==> config.mk <==
export PLATFORM = sky130hd
export DESIGN_NAME = spi_status_gate
export DESIGN_NICKNAME = d
export VERILOG_FILES = /design/src/rtl/spi_stat_pkg.sv /design/src/rtl/spi_stat_ctrl.sv /design/src/rtl/spi_stat_dp.sv /design/src/rtl/spi_status_gate.sv
export SDC_FILE = /design/constraint.sdc
export NUM_CORES = 1
export LEC_CHECK = 0
export ABC_AREA = 1
export BUFFER_PORTS_ARGS = -buffer_cell sky130_fd_sc_hd__buf_2
export CORE_MARGIN = 2
export CORE_UTILIZATION = 55
export DETAILED_ROUTE_END_ITERATION = 6
export PLACE_DENSITY = 0.81
export SYNTH_ARGS = -nofsm -noshare
export SYNTH_HDL_FRONTEND = slang
export SYNTH_SLANG_ARGS = --single-unit
==> constraint.sdc <==
create_clock -name clk -period 1.72 [get_ports clk]
set_input_delay 0.086 -clock clk [delete_from_list [all_inputs] [get_ports clk]]
set_output_delay 0.086 -clock clk [all_outputs]
set_load 0.005 [all_outputs]
==> src/rtl/spi_stat_pkg.sv <==
package spi_stat_pkg;

  localparam int BYTE_W = 8;
  localparam int CNT_W  = $clog2(BYTE_W);

  localparam logic [BYTE_W-1:0] OP_RD_STATUS = 8'h40;
  localparam logic [BYTE_W-1:0] OP_RD_INT    = 8'h46;
  localparam logic [BYTE_W-1:0] OP_PWR_UP    = 8'h10;
  localparam logic [BYTE_W-1:0] OP_PWR_DN    = 8'h12;
  localparam logic [BYTE_W-1:0] OP_ERASE_MSG = 8'h26;
  localparam logic [BYTE_W-1:0] OP_ERASE_MEM = 8'h28;
  localparam logic [BYTE_W-1:0] OP_ERASE_ALL = 8'h2A;

  // status bit positions, read by the host
  localparam int BIT_PD    = 7;
  localparam int BIT_RDY   = 6;
  localparam int BIT_INT   = 5;
  localparam int BIT_RMFUL = 4;
  localparam int BIT_VM    = 2;
  localparam int BIT_CBUF  = 1;
  localparam int BIT_CMD   = 0;

  // level flags copied from the core, LSB first: command busy, cbuf full, macro busy
  localparam int NUM_FOLLOW = 3;

  typedef struct packed {
    logic loadStatus;
    logic reloadByte;
    logic shiftOut;
    logic shiftIn;
    logic clrPd;
    logic setPd;
    logic clrInt;
    logic clrRm;
  } ctrlStrb_t;

endpackage

==> src/rtl/spi_stat_ctrl.sv <==
module spi_stat_ctrl
  import spi_stat_pkg::*;
(
  input  logic              clk,
  input  logic              rstN,
  input  logic              sclk,
  input  logic              csN,
  input  logic              pdFlag,
  input  logic [BYTE_W-1:0] rxNext,
  output ctrlStrb_t         strb,
  output logic              byteValid,
  output logic [BYTE_W-1:0] byteData,
  output logic              byteFirst
);

  logic              sclkQ;
  logic              csNQ;
  logic [CNT_W-1:0]  bitCnt;
  logic              haveOp;
  logic              passQ;
  logic [BYTE_W-1:0] opcode;

  logic sclkRise, sclkFall, csFall, csRise;
  logic byteEnd, acceptNow, frameDone, eraseOp;

  function automatic logic allowedInPd(input logic [BYTE_W-1:0] op);
    return (op == OP_RD_STATUS) || (op == OP_RD_INT) || (op == OP_PWR_UP);
  endfunction

  assign sclkRise  = sclk && !sclkQ && !csN;
  assign sclkFall  = !sclk && sclkQ && !csN;
  assign csFall    = !csN && csNQ;
  assign csRise    = csN && !csNQ;
  assign byteEnd   = sclkRise && (bitCnt == CNT_W'(BYTE_W - 1));
  assign acceptNow = haveOp ? passQ : (!pdFlag || allowedInPd(rxNext));
  assign frameDone = csRise && haveOp && passQ;
  assign eraseOp   = (opcode == OP_ERASE_MSG) || (opcode == OP_ERASE_MEM) ||
                     (opcode == OP_ERASE_ALL);

  always_comb begin
    strb            = '0;
    strb.loadStatus = csFall;
    strb.reloadByte = sclkFall && (bitCnt == '0);
    strb.shiftOut   = sclkFall && (bitCnt != '0);
    strb.shiftIn    = sclkRise;
    strb.clrPd      = frameDone && (opcode == OP_PWR_UP);
    strb.setPd      = frameDone && (opcode == OP_PWR_DN);
    strb.clrInt     = frameDone && (opcode == OP_RD_INT);
    strb.clrRm      = frameDone && eraseOp;
  end

  always_ff @(posedge clk or negedge rstN) begin
    if (!rstN) begin
      sclkQ     <= 1'b0;
      csNQ      <= 1'b1;
      bitCnt    <= '0;
      haveOp    <= 1'b0;
      passQ     <= 1'b0;
      opcode    <= '0;
      byteValid <= 1'b0;
      byteData  <= '0;
      byteFirst <= 1'b0;
    end else begin
      sclkQ     <= sclk;
      csNQ      <= csN;
      byteValid <= byteEnd && acceptNow;
      if (byteEnd) begin
        byteData  <= rxNext;
        byteFirst <= !haveOp;
      end
      if (csN) begin
        bitCnt <= '0;
        haveOp <= 1'b0;
      end else begin
        if (sclkRise) bitCnt <= bitCnt + 1'b1;
        if (byteEnd && !haveOp) begin
          haveOp <= 1'b1;
          opcode <= rxNext;
          passQ  <= acceptNow;
        end
      end
    end
  end

  assert_valid_pulse_R5 : assert property (@(posedge clk) disable iff (!rstN)
    byteValid |=> !byteValid);

  assert_pd_filter_R6 : assert property (@(posedge clk) disable iff (!rstN)
    (byteValid && byteFirst && $past(pdFlag)) |-> allowedInPd(byteData));

endmodule

==> src/rtl/spi_stat_dp.sv <==
module spi_stat_dp
  import spi_stat_pkg::*;
(
  input  logic              clk,
  input  logic              rstN,
  input  ctrlStrb_t         strb,
  input  logic              mosi,
  input  logic              rdActive,
  input  logic [BYTE_W-1:0] rdByte,
  input  logic              intEvent,
  input  logic              recFull,
  input  logic              rdyIn,
  input  logic              vmBusyIn,
  input  logic              cbufFullIn,
  input  logic              cmdBusyIn,
  output logic [BYTE_W-1:0] rxNext,
  output logic [BYTE_W-1:0] statusByte,
  output logic              txBit,
  output logic              pdFlag
);

  logic [BYTE_W-1:0]     rxShift;
  logic [BYTE_W-1:0]     txShift;
  logic                  intFlag;
  logic                  rmFlag;
  logic                  rdyQ;
  logic [NUM_FOLLOW-1:0] followIn;
  logic [NUM_FOLLOW-1:0] followQ;

  assign rxNext   = {rxShift[BYTE_W-2:0], mosi};
  assign txBit    = txShift[BYTE_W-1];
  assign followIn = {vmBusyIn, cbufFullIn, cmdBusyIn};

  for (genvar g = 0; g < NUM_FOLLOW; g++) begin : g_follow
    always_ff @(posedge clk or negedge rstN) begin
      if (!rstN) followQ[g] <= 1'b0;
      else       followQ[g] <= followIn[g];
    end
  end

  always_comb begin
    statusByte            = '0;
    statusByte[BIT_PD]    = pdFlag;
    statusByte[BIT_RDY]   = rdyQ && !pdFlag;
    statusByte[BIT_INT]   = intFlag;
    statusByte[BIT_RMFUL] = rmFlag;
    statusByte[BIT_VM]    = followQ[2];
    statusByte[BIT_CBUF]  = followQ[1];
    statusByte[BIT_CMD]   = followQ[0];
  end

  always_ff @(posedge clk or negedge rstN) begin
    if (!rstN) begin
      rxShift <= '0;
      txShift <= '0;
      pdFlag  <= 1'b1;
      intFlag <= 1'b0;
      rmFlag  <= 1'b0;
      rdyQ    <= 1'b0;
    end else begin
      rdyQ <= rdyIn;
      if (strb.shiftIn) rxShift <= rxNext;
      if (strb.loadStatus)      txShift <= statusByte;
      else if (strb.reloadByte) txShift <= rdActive ? rdByte : statusByte;
      else if (strb.shiftOut)   txShift <= {txShift[BYTE_W-2:0], 1'b0};
      if (strb.setPd)      pdFlag <= 1'b1;
      else if (strb.clrPd) pdFlag <= 1'b0;
      if (intEvent)         intFlag <= 1'b1;
      else if (strb.clrInt) intFlag <= 1'b0;
      if (recFull)         rmFlag <= 1'b1;
      else if (strb.clrRm) rmFlag <= 1'b0;
    end
  end

  assert_int_set_R9 : assert property (@(posedge clk) disable iff (!rstN)
    intEvent |=> statusByte[BIT_INT]);

  assert_rm_set_R10 : assert property (@(posedge clk) disable iff (!rstN)
    recFull |=> statusByte[BIT_RMFUL]);

  assert_pd_only_cmd_R11 : assert property (@(posedge clk) disable iff (!rstN)
    (pdFlag != $past(pdFlag)) |-> $past(strb.setPd || strb.clrPd));

endmodule

==> src/rtl/spi_status_gate.sv <==
module spi_status_gate
  import spi_stat_pkg::*;
(
  input  logic              clk,
  input  logic              rstN,
  input  logic              sclk,
  input  logic              csN,
  input  logic              mosi,
  output logic              miso,
  output logic              misoOe,
  input  logic              rdActive,
  input  logic [BYTE_W-1:0] rdByte,
  input  logic              intEvent,
  input  logic              recFull,
  input  logic              rdyIn,
  input  logic              vmBusyIn,
  input  logic              cbufFullIn,
  input  logic              cmdBusyIn,
  output logic              cmdValid,
  output logic [BYTE_W-1:0] cmdByte,
  output logic              cmdFirst,
  output logic [BYTE_W-1:0] statusByte
);

  ctrlStrb_t         strb;
  logic              pdFlag;
  logic              txBit;
  logic [BYTE_W-1:0] rxNext;

  spi_stat_ctrl u_ctrl (
    .clk       (clk),
    .rstN      (rstN),
    .sclk      (sclk),
    .csN       (csN),
    .pdFlag    (pdFlag),
    .rxNext    (rxNext),
    .strb      (strb),
    .byteValid (cmdValid),
    .byteData  (cmdByte),
    .byteFirst (cmdFirst)
  );

  spi_stat_dp u_dp (
    .clk        (clk),
    .rstN       (rstN),
    .strb       (strb),
    .mosi       (mosi),
    .rdActive   (rdActive),
    .rdByte     (rdByte),
    .intEvent   (intEvent),
    .recFull    (recFull),
    .rdyIn      (rdyIn),
    .vmBusyIn   (vmBusyIn),
    .cbufFullIn (cbufFullIn),
    .cmdBusyIn  (cmdBusyIn),
    .rxNext     (rxNext),
    .statusByte (statusByte),
    .txBit      (txBit),
    .pdFlag     (pdFlag)
  );

  assign miso   = txBit;
  assign misoOe = !csN && !pdFlag;

  assert_cmd_at_end_R11 : assert property (@(posedge clk) disable iff (!rstN)
    (strb.clrPd || strb.setPd || strb.clrInt || strb.clrRm) |-> (csN && !$past(csN)));

  assert_oe_pd_R7 : assert property (@(posedge clk) disable iff (!rstN)
    misoOe |-> !statusByte[BIT_PD]);

endmodule

==> results_dict.tcl, run 1 <==
set metrics [dict create \
    outcome "complete, no violations" \
    count_of_final_setup_violators 0 \
    post-synth-top-count-cell "sky130_fd_sc_hd__nand2_1" \
    fin_worst_hold_slack_ps 34.90 \
    fin_util 0.6727 \
    count_of_unique_library_cells_instantiated_by_yosys 25 \
    fin_nets 352 \
    port_buffers 38 \
    totalWireLength_mm 4.556 \
    clk_transition_reported_paths_ps 90 \
    placement.cell_area_sq_um 2475 \
    maxSlewViolCount 0 \
    final_area_sq_um 2671 \
    layout_worst_path_cycle_share 0.8617 \
    synth.net_count 304 \
    netlist_instances 281 \
    multi_input_comb_area_sq_um 835.8 \
    worstPathArrival_ps 1670 \
    clk_path_buf_depth 2 \
    maximum_number_of_pins_on_one_net_before_global_route_repair 30 \
    area.growth.synth_to_final_pct 18.74 \
    num_vias 1845 \
    dp.final_hpwl_mm 3.295 \
    clock_latency_ps 300 \
    setup_ws_final_ps 237.9 \
    min_path_type "in2reg" \
    post-cts-setup-buffer-count 0 \
    via_count_of_the_first_global_routing_pass 1705 \
    synth.avg_cell_area_sq_um 8.006 \
    globalplace.congestion 0.7724 \
    first_pass_grt_wire_length_mm 7.458 \
    sw_frac_of_total 0.2557 \
    antenna_found_initial 0 \
    drtIter0Drc 82 \
    share_comb_of_total_power 0.120 \
    ctsResizeCount 0 \
    power.net_switching_uw 587.9 \
    fillCellCount 330 \
    clock_sink_count 47 \
    final.setup_skew_ps 8.781 \
    clkPwrFrac 0.342 \
    synth-xor-area-share 0 \
    static-leakage-power_uw 0.001445 \
    synth.area.top_cells "sky130_fd_sc_hd__dfrtp_1 (50%), sky130_fd_sc_hd__nand2_1 (15%), sky130_fd_sc_hd__inv_1 (7.7%)" \
    drc 0 \
    yosysWarningCount 0 \
    total_routing_usage_gr 0.2204 \
    synth_simple_gate_area_share 0.2586 \
    initial_core_util 0.5665 \
    compound_gate_portion_of_the_synthesized_area 0.09455 \
    fraction_of_layout_instances_using_a_drive_strength_above_1 0.1733 \
    ratio_of_routed_vias_to_standard_cells 4.868 \
    ir_drop_mv 0.6943 \
    seq_area_sq_um 1179 \
    htree_levels 2 \
    max_cap_violations 0 \
    rr_startpoint "u_ctrl.bitCnt[1]" \
    finalCriticalPeriod_ps 1482 \
    overall_overflow_remaining_after_global_route 0 \
    worst_ep_required_time_ps 1910 \
    highest_clock_rate_mhz 674.7 \
    die_width_microns 67.96 \
    pwr-share-seq 0.538 \
    floorplan.rows 23 \
    io_pins 40 \
    pint_uw 1711 \
    cp_slowest_stage_delay_ps 360 \
    cts_inserted_buffers 5 \
    pre_cts_ws_ps 251.4 \
    hold_path_startpoint "mosi" \
    ys_top_cells_by_count "sky130_fd_sc_hd__nand2_1 (92), sky130_fd_sc_hd__inv_1 (46), sky130_fd_sc_hd__dfrtp_1 (45)" \
    synth-edff-count 0 \
    timing.critical_path.cells "ha_1 -> ha_1 -> nand3_4 -> nor2_8 -> inv_1 -> nand2_1 -> nand2_1" \
    critical_path.startpoint_type "flip-flop" \
    floorplan.die_area_sq_um 4618 \
    r2r_slack_ps 240 \
    worstPathMaxFanout 19 \
    dieHeight_microns 67.96 \
    synth.top_cell.area_share 0.5006 \
    antennaDiodeCount 0 \
    yosysTopAreaCell "sky130_fd_sc_hd__dfrtp_1" \
    design.core.area_sq_um 3971 \
    seq_area_frac_synth 0.5239 \
    power.density_cell_area_nw_per_um2 860.8 \
    cts_tree "built" \
    unrepaired_setup_endpoints_after_global_routing "no" \
    crit_path_end_kind "flip-flop" \
    synth_fa_ha_area_frac 0.01669 \
    cpMaxStageDelayCell "sky130_fd_sc_hd__dfrtp_1" \
    number_of_synthesized_register_bits 47 \
    setup-tns-final_ps 0 \
    largest_family_of_logic_cells_by_synthesized_area "simple AND/OR/NAND/NOR gates" \
    dr.pass1.iters 4 \
    clock-root-buffer "sky130_fd_sc_hd__clkbuf_8" \
    synth.cell_area_sq_um 2250 \
    detail_route.wl_per_cell_microns 12.02 \
    hold_viol 0 \
    final_antenna_net_count 0 \
    timing_worst_setup_path_type "reg2reg" \
    worstSetupStartpoint "u_ctrl.bitCnt[1]" \
    synth_mux_area_frac 0 \
    fraction_of_registers_with_async_set_or_reset_after_synthesis 1.000 \
    synthFlopType "sky130_fd_sc_hd__dfrtp_1" \
]
==> final timing paths <==
kind | end | cells after the start
setup / recovery | u_ctrl.passQ | 7
hold / removal | u_ctrl.opcode[0] | 3
setup reg to reg | u_ctrl.passQ | 7
hold reg to reg | u_ctrl.byteData[7] | 2
max in group asynchronous | u_dp.rxShift[3] | 3
min in group asynchronous | u_ctrl.bitCnt[2] | 2
==> power by group through the flow <==
| stage | Combinational, uW | Sequential [uW] | Clock, uW |
|---|---|---|---|
| 2_1_floorplan | 166 | 1240 | 0 |
| 3_3_place_gp | 252 | 1260 | 0 |
| 3_5_place_dp | 261 | 1260 | 0 |
| 4_1_cts | 279 | 1240 | 799 |
| 5_1_grt | 325 | 1250 | 834 |
| 6_report | 276 | 1240 | 787 |
==> flip-flops by register name (all words and copies together) (netlist names) <==
name / cells
u_dp.pdFlag: 1
u_ctrl.bitCnt: 3
u_ctrl.sclkQ: 1
u_ctrl.byteData: 8
u_ctrl.csNQ: 1
u_dp.rmFlag: 1
u_ctrl.haveOp: 1
u_ctrl.byteFirst: 1
u_dp.statusByte: 3
u_ctrl.byteValid: 1
u_dp.txShift: 8
u_ctrl.opcode: 8
u_dp.rdyQ: 1
u_dp.rxShift: 7
u_ctrl.passQ: 1
u_dp.intFlag: 1
==> kinds of logic after synthesis <==
family	after synthesis
AND/OR/NAND/NOR	134
buffers and inverters	56
flip-flops	47
AO/OA/AOI/OAI	40
adder cells (fa/ha/maj)	3
other	1
==> metrics by stage <==
stage	power, uW	instances
floorplan	1409	281
global placement	1507	363
detailed placement	1519	363
CTS	2314	379
global route	2405	379
finish	2299	379
==> layout by cell type (no fill, tap or decap), types with 2 or more instances in the layout <==
cell type,n
sky130_fd_sc_hd__a21boi_0,4
sky130_fd_sc_hd__a21oi_1,2
sky130_fd_sc_hd__buf_2,38
sky130_fd_sc_hd__clkbuf_8,5
sky130_fd_sc_hd__dfrtp_1,45
sky130_fd_sc_hd__dfstp_2,2
sky130_fd_sc_hd__dlygate4sd3_1,9
sky130_fd_sc_hd__ha_1,3
sky130_fd_sc_hd__inv_1,46
sky130_fd_sc_hd__inv_2,2
sky130_fd_sc_hd__nand2_1,92
sky130_fd_sc_hd__nand3_1,17
sky130_fd_sc_hd__nand4_1,2
sky130_fd_sc_hd__nor2_1,14
sky130_fd_sc_hd__nor2_2,2
sky130_fd_sc_hd__nor3_1,3
sky130_fd_sc_hd__o21ai_0,32
==> worst max-delay path, delay by kind of cell, from the launching register on <==
family	cells	cell delay, ps
simple gates	4	580
flops	1	360
fa+ha+maj	2	330
buf+inv	1	80
==> layout make-up <==
cell class                      instances  area share
Clock inverter                          2     0.01405
Tap cell                               50     0.02342
Sequential cell                        47      0.4412
Multi-Input combinational cell        178      0.3129
Timing Repair Buffer                   49      0.1152
Inverter                               48     0.06745
Clock buffer                            5     0.02576
==> layer usage <==
layer  global-route usage  vias to the layer above  part of all wire
met4              0.08250                        0             0.014
met2               0.3701                       35              0.50
met5                    0                        -                 0
met1               0.2802                      850              0.45
met3              0.04605                        4             0.041
li1                     -                      956                 -
==> timing repair <==
action | CTS | global route
setup endpoints to repair | 0 | 0
endpoints found under the hold margin | 24 | 0
hold buffers | 9 | 0
No activity file was read; power rests on OpenSTA's default activity.
==> run 2: changes to the inputs <==
- CORE_UTILIZATION: 55 -> 50
- PLACE_DENSITY: 0.81 -> 0.75
- clock period: 1.72 -> 1.26 ns (I/O delays scaled with it)
==> run 2 against run 1 <==
Effect of this change: the run now ends with setup timing left; worst setup slack worse by 330 ps; clock-buffer cell count up 2; non-clock buffer count up 14; routed wire length up 12%; clock power up 41%.
==> results_dict.tcl, run 2 (synthesis results as in run 1) <==
set metrics [dict create \
    cp_slowest_stage_delay_ps 360 \
    unrepaired_setup_endpoints_after_global_routing "yes" \
    clk_transition_reported_paths_ps 80 \
    final.setup_skew_ps 10.30 \
    max_cap_violations 0 \
    finalCriticalPeriod_ps 1348 \
    overall_overflow_remaining_after_global_route 0 \
    layout.cells.non_filler 397 \
    drtIter0Drc 114 \
    reg_top3 "u_ctrl.byteData: 8 flops, u_ctrl.opcode: 8 flops, u_dp.txShift: 8 flops" \
    htree_levels 2 \
    area.growth.synth_to_final_pct 27.31 \
    fillCellCount 344 \
    dp.final_hpwl_mm 3.501 \
    detail_route.wl_per_cell_microns 12.82 \
    floorplan.rows 24 \
    floorplan.die_area_sq_um 5052 \
    final_area_sq_um 2864 \
    hold_depth 3 \
    timing.critical_path.cells "ha_2 -> ha_4 -> nand3_4 -> nor2_4 -> buf_4 -> o21ai_0" \
    clk_path_buf_depth 2 \
    min_path_type "in2reg" \
    final_antenna_net_count 0 \
    ratio_of_routed_vias_to_standard_cells 5.023 \
    die_width_microns 71.08 \
    crit_path_end_kind "flip-flop" \
    timing.reg2reg.worst_path_depth 6 \
    pre_cts_ws_ps -64.54 \
    leading_cell_types_in_the_layout_fill_and_taps_excluded "sky130_fd_sc_hd__nand2_1 (89), sky130_fd_sc_hd__dfrtp_1 (45), sky130_fd_sc_hd__inv_1 (44), sky130_fd_sc_hd__buf_2 (38), sky130_fd_sc_hd__o21ai_0 (25)" \
    totalWireLength_mm 5.089 \
    maximum_number_of_pins_on_one_net_before_global_route_repair 20 \
    timing_worst_setup_path_type "reg2reg" \
    globalplace.congestion 0.8461 \
    worst_ep_required_time_ps 1440 \
    fin_nets 367 \
    highest_clock_rate_mhz 742.0 \
    critical_path.reg2reg.endpoint "u_ctrl.opcode[3]" \
    r2r_slack_ps -90 \
    hold_path_startpoint "mosi" \
    clock-root-buffer "sky130_fd_sc_hd__clkbuf_8" \
    power.density_cell_area_nw_per_um2 1121 \
    cts_tree "built" \
    placement.cell_area_sq_um 2565 \
    clock_latency_ps 310 \
    total_routing_usage_gr 0.2156 \
    antennaDiodeCount 0 \
    layout_worst_path_cycle_share 1.070 \
    via_count_of_the_first_global_routing_pass 1869 \
    worstPathArrival_ps 1530 \
    dieHeight_microns 71.08 \
    critical_path.startpoint_type "flip-flop" \
    num_vias 1994 \
    maxSlewViolCount 0 \
    rr_startpoint "u_ctrl.bitCnt[0]" \
    clock_sink_count 47 \
    outcome "finished with violations" \
    numPlacedInstances 374 \
    violations "setup timing" \
    sum_of_internal_switching_and_leakage_power_uw 3210 \
    dr.pass1.iters 4 \
    hold_viol 0 \
    drc 0 \
    final_common_cell "sky130_fd_sc_hd__nand2_1" \
    design.core.area_sq_um 4354 \
    cpMaxStageDelayCell "sky130_fd_sc_hd__dfrtp_1" \
    worstPathMaxFanout 7 \
    static-leakage-power_uw 0.001522 \
    io_pins 40 \
    holdPathEnd "u_ctrl.opcode[0]" \
    count_of_final_setup_violators 23 \
    fraction_of_layout_instances_using_a_drive_strength_above_1 0.2435 \
    antenna_found_initial 0 \
    initial_core_util 0.5167 \
    ir_drop_mv 0.5741 \
    cts_inserted_buffers 5 \
    port_buffers 38 \
    setup_ws_final_ps -87.62 \
    first_pass_grt_wire_length_mm 8.493 \
    fin_util 0.6578 \
]
-- run 2: changes by cell type in the layout (fill, tap and decap cells not counted), moves of 3 or more --
cell	previous run	this run
sky130_fd_sc_hd__o21ai_2	0	3
sky130_fd_sc_hd__o21ai_0	32	25
sky130_fd_sc_hd__nand2_1	92	89
sky130_fd_sc_hd__buf_4	1	11
sky130_fd_sc_hd__o21ai_1	1	5
sky130_fd_sc_hd__nor2_4	1	4
sky130_fd_sc_hd__buf_6	0	4
-- run 2: worst max-delay path, delay by kind of cell, from the launching register on --
| kind | cells | cell delay, ps |
|---|---|---|
| DFF | 1 | 360 |
| and+or+nand+nor | 2 | 330 |
| adders and majority gates | 2 | 320 |
| buffers and inverters | 1 | 130 |
| AOI/OAI and AO/OA | 1 | 70 |
-- run 2: what timing repair did --
| item | CTS | global route |
|---|---|---|
| hold buffers | 9 | 0 |
| endpoints found under the hold margin | 23 | 0 |
| resized for setup | 6 | 18 |
| buffers inserted | 1 | 4 |
| cloned | 1 | 0 |
| endpoints found under the setup margin | 25 | 38 |
| pin swaps | 2 | 5 |
-- run 2: per-stage QoR --
stage               TNS [ps]  hold slack (ps)
finish                -498.3            30.76
global route           -3254            44.70
CTS                   -447.6            26.25
detailed placement    -524.3            27.84
global placement      -74.57            21.01
floorplan                  0           -232.6
-- run 2: worst max path at each step --
stage                     startpoint                  to  slack, ps  cells after the start
floorplan           u_ctrl.bitCnt[0]    u_ctrl.byteValid          2                      7
global placement    u_ctrl.bitCnt[0]    u_ctrl.byteFirst        -30                      6
detailed placement  u_ctrl.bitCnt[0]  u_ctrl.byteData[3]        -60                      6
CTS                 u_ctrl.bitCnt[0]    u_ctrl.opcode[6]        -40                      6
global route        u_ctrl.bitCnt[1]    u_ctrl.opcode[3]       -140                      6
finish              u_ctrl.bitCnt[0]    u_ctrl.opcode[3]        -90                      6
-- run 2: final cells by class --
type | instances | area (sq um) | share of cell area
Sequential cell | 47 | 1179 | 0.4115
Inverter | 48 | 180.2 | 0.06291
Multi-Input combinational cell | 179 | 905.9 | 0.3163
Clock buffer | 7 | 76.32 | 0.02665
Clock inverter | 1 | 30.03 | 0.01048
Tap cell | 52 | 65.06 | 0.02272
Timing Repair Buffer | 63 | 427.9 | 0.1494
-- run 2: per-layer routing --
metal | vias up | GRT usage | part of all wire
met1 | 955 | 0.2686 | 0.44
met5 | - | 0 | 0
met4 | 0 | 0.07966 | 0.021
met2 | 43 | 0.3738 | 0.51
met3 | 9 | 0.04131 | 0.036
li1 | 987 | - | -
-- run 2: report_power, final --
part / switching (uW) / total, uW / internal (uW)
Combinational: 236 / 405 / 169
Clock: 518 / 1110 / 595
Sequential: 88.2 / 1690 / 1600
==> run 3: changes to the inputs <==
- SETUP_SLACK_MARGIN: unset -> 0.5
- clock period: 1.26 -> 1.2 ns (I/O delays scaled with it)
==> run 3 against run 2 <==
Effect of this change: the run still ends with setup timing left; sequential power grew 5%; largest cell class unchanged; sequential cell count unchanged; power rose by 1.3%; clock-buffer cell count grew 1; critical endpoint is now u_ctrl.passQ.
==> results_dict.tcl, run 3 (synthesis results as in run 1) <==
set metrics [dict create \
    design.core.area_sq_um 4354 \
    final_antenna_net_count 0 \
    clk_transition_reported_paths_ps 80 \
    r2r_slack_ps -90 \
    setup_ws_final_ps -93.59 \
    io_pins 40 \
    final.setup_skew_ps 3.621 \
    totalWireLength_mm 4.703 \
    final_common_cell "sky130_fd_sc_hd__nand2_1" \
    fillCellCount 354 \
    maxSlewViolCount 0 \
    globalplace.congestion 0.7750 \
    total_routing_usage_gr 0.2079 \
    die_width_microns 71.08 \
    initial_core_util 0.5167 \
    max_cap_violations 0 \
    ir_drop_mv 0.7464 \
    crit_path_end_kind "flip-flop" \
    timing_worst_setup_path_type "reg2reg" \
    layout_worst_path_cycle_share 1.078 \
    htree_levels 2 \
    sum_of_internal_switching_and_leakage_power_uw 3253 \
    reg_top3 "u_ctrl.byteData: 8 flops, u_ctrl.opcode: 8 flops, u_dp.txShift: 8 flops" \
    count_of_final_setup_violators 30 \
    cts_tree "built" \
    num_vias 1966 \
    floorplan.rows 24 \
    critical_path.startpoint_type "flip-flop" \
    critical_path.reg2reg.endpoint "u_ctrl.passQ" \
    hold_depth 2 \
    leading_cell_types_in_the_layout_fill_and_taps_excluded "sky130_fd_sc_hd__nand2_1 (87), sky130_fd_sc_hd__dfrtp_1 (43), sky130_fd_sc_hd__inv_1 (37), sky130_fd_sc_hd__buf_2 (37), sky130_fd_sc_hd__o21ai_1 (21)" \
    unrepaired_setup_endpoints_after_global_routing "yes" \
    maximum_number_of_pins_on_one_net_before_global_route_repair 48 \
    hold_viol 0 \
    finalCriticalPeriod_ps 1294 \
    cts_inserted_buffers 5 \
    layout.cells.non_filler 405 \
    antennaDiodeCount 0 \
    drc 0 \
    hold_path_startpoint "csN" \
    via_count_of_the_first_global_routing_pass 1911 \
    dieHeight_microns 71.08 \
    worstPathMaxFanout 9 \
    clock-root-buffer "sky130_fd_sc_hd__clkbuf_8" \
    worstPathArrival_ps 1490 \
    dr.pass1.iters 4 \
    outcome "finished with violations" \
    timing.reg2reg.worst_path_depth 7 \
    fraction_of_layout_instances_using_a_drive_strength_above_1 0.3116 \
    first_pass_grt_wire_length_mm 8.224 \
    drtIter0Drc 120 \
    setup-tns-final_ps -1539 \
    overall_overflow_remaining_after_global_route 0 \
    rr_startpoint "u_ctrl.bitCnt[1]" \
    ratio_of_routed_vias_to_standard_cells 4.854 \
    antenna_found_initial 0 \
    area.growth.synth_to_final_pct 32.20 \
    static-leakage-power_uw 0.001543 \
    detail_route.wl_per_cell_microns 11.61 \
    worst_ep_required_time_ps 1400 \
    violations "setup timing" \
    clock_sink_count 47 \
    holdPathEnd "u_ctrl.csNQ" \
    port_buffers 38 \
    dp.final_hpwl_mm 3.222 \
    min_path_type "in2reg" \
    fin_nets 375 \
    floorplan.die_area_sq_um 5052 \
    numPlacedInstances 372 \
    highest_clock_rate_mhz 773.0 \
    power.density_cell_area_nw_per_um2 1094 \
    clk_path_buf_depth 2 \
    fin_worst_hold_slack_ps 19.01 \
    clock_latency_ps 300 \
]
run 3: changes by cell type in the layout (fill, tap and decap cells not counted), moves of 3 or more:
cell	previous run	this run
sky130_fd_sc_hd__o21ai_2	3	0
sky130_fd_sc_hd__nand3_1	16	13
sky130_fd_sc_hd__buf_4	11	19
sky130_fd_sc_hd__o21ai_0	25	12
sky130_fd_sc_hd__inv_1	44	37
sky130_fd_sc_hd__nor2_4	4	7
sky130_fd_sc_hd__o21ai_1	5	21
sky130_fd_sc_hd__inv_2	4	11
sky130_fd_sc_hd__nand3_2	2	5
run 3: worst max-delay path by stage:
stage                             to  slack (ps)  cells past startpoint             start
floorplan           u_ctrl.opcode[4]         -70                      6  u_ctrl.bitCnt[0]
CTS                 u_ctrl.opcode[5]         -90                      5  u_ctrl.bitCnt[1]
finish                  u_ctrl.passQ         -90                      7  u_ctrl.bitCnt[1]
global placement        u_ctrl.passQ         -90                      7  u_ctrl.bitCnt[0]
detailed placement      u_ctrl.passQ        -130                      7  u_ctrl.bitCnt[1]
global route        u_ctrl.opcode[7]        -200                      6  u_ctrl.bitCnt[1]
run 3: area by class of cell:
type                       count  area [sq um]  share of cell area
sequential                    47          1181              0.3971
multi-input combinational    180         959.7              0.3227
timing repair buffer          70         488.0              0.1641
inverter                      48         180.2             0.06058
clock buffer                   8         100.1             0.03366
tap                           52         65.06             0.02188
run 3: repair_timing:
| action | CTS | global route |
|---|---|---|
| resized for setup | 26 | 15 |
| hold buffers | 8 | 0 |
| hold endpoints to repair | 54 | 0 |
| endpoints found under the setup margin | 60 | 60 |
| buffers inserted | 9 | 6 |
| gates cloned | 1 | 1 |
| pin swaps | 7 | 8 |
run 3: routing by layer:
metal  wire (microns)  vias to the layer above  track usage
li1                 -                     1011            -
met1             2082                      902       0.2703
met2             2325                       41       0.3448
met3              176                       12      0.03704
met4              119                        0      0.08595
met5                0                        -            0
run 3: worst max-delay path, cell delays in order (launching register included):
cell                      delay, ps
sky130_fd_sc_hd__dfrtp_1        360
sky130_fd_sc_hd__ha_2           190
sky130_fd_sc_hd__ha_4           130
sky130_fd_sc_hd__nand3_4        150
sky130_fd_sc_hd__nor2_8         180
sky130_fd_sc_hd__inv_1           70
sky130_fd_sc_hd__nand2_1         50
sky130_fd_sc_hd__nand2_1         40
run 3: through the flow:
stage,area [sq um],setup WS (ps),util
2_1_floorplan,2297,-70.02,-
3_3_place_gp,2574,-90.48,0.5911
3_5_place_dp,2574,-125.7,0.5911
4_1_cts,2897,-90.79,0.6652
5_1_grt,2974,-196.9,0.6830
6_report,2974,-93.59,0.6830
run 3: power breakdown:
part           total [uW]  internal [uW]  switching (uW)
Clock                1030            526             507
Sequential           1770           1680            84.5
Combinational         451            196             255
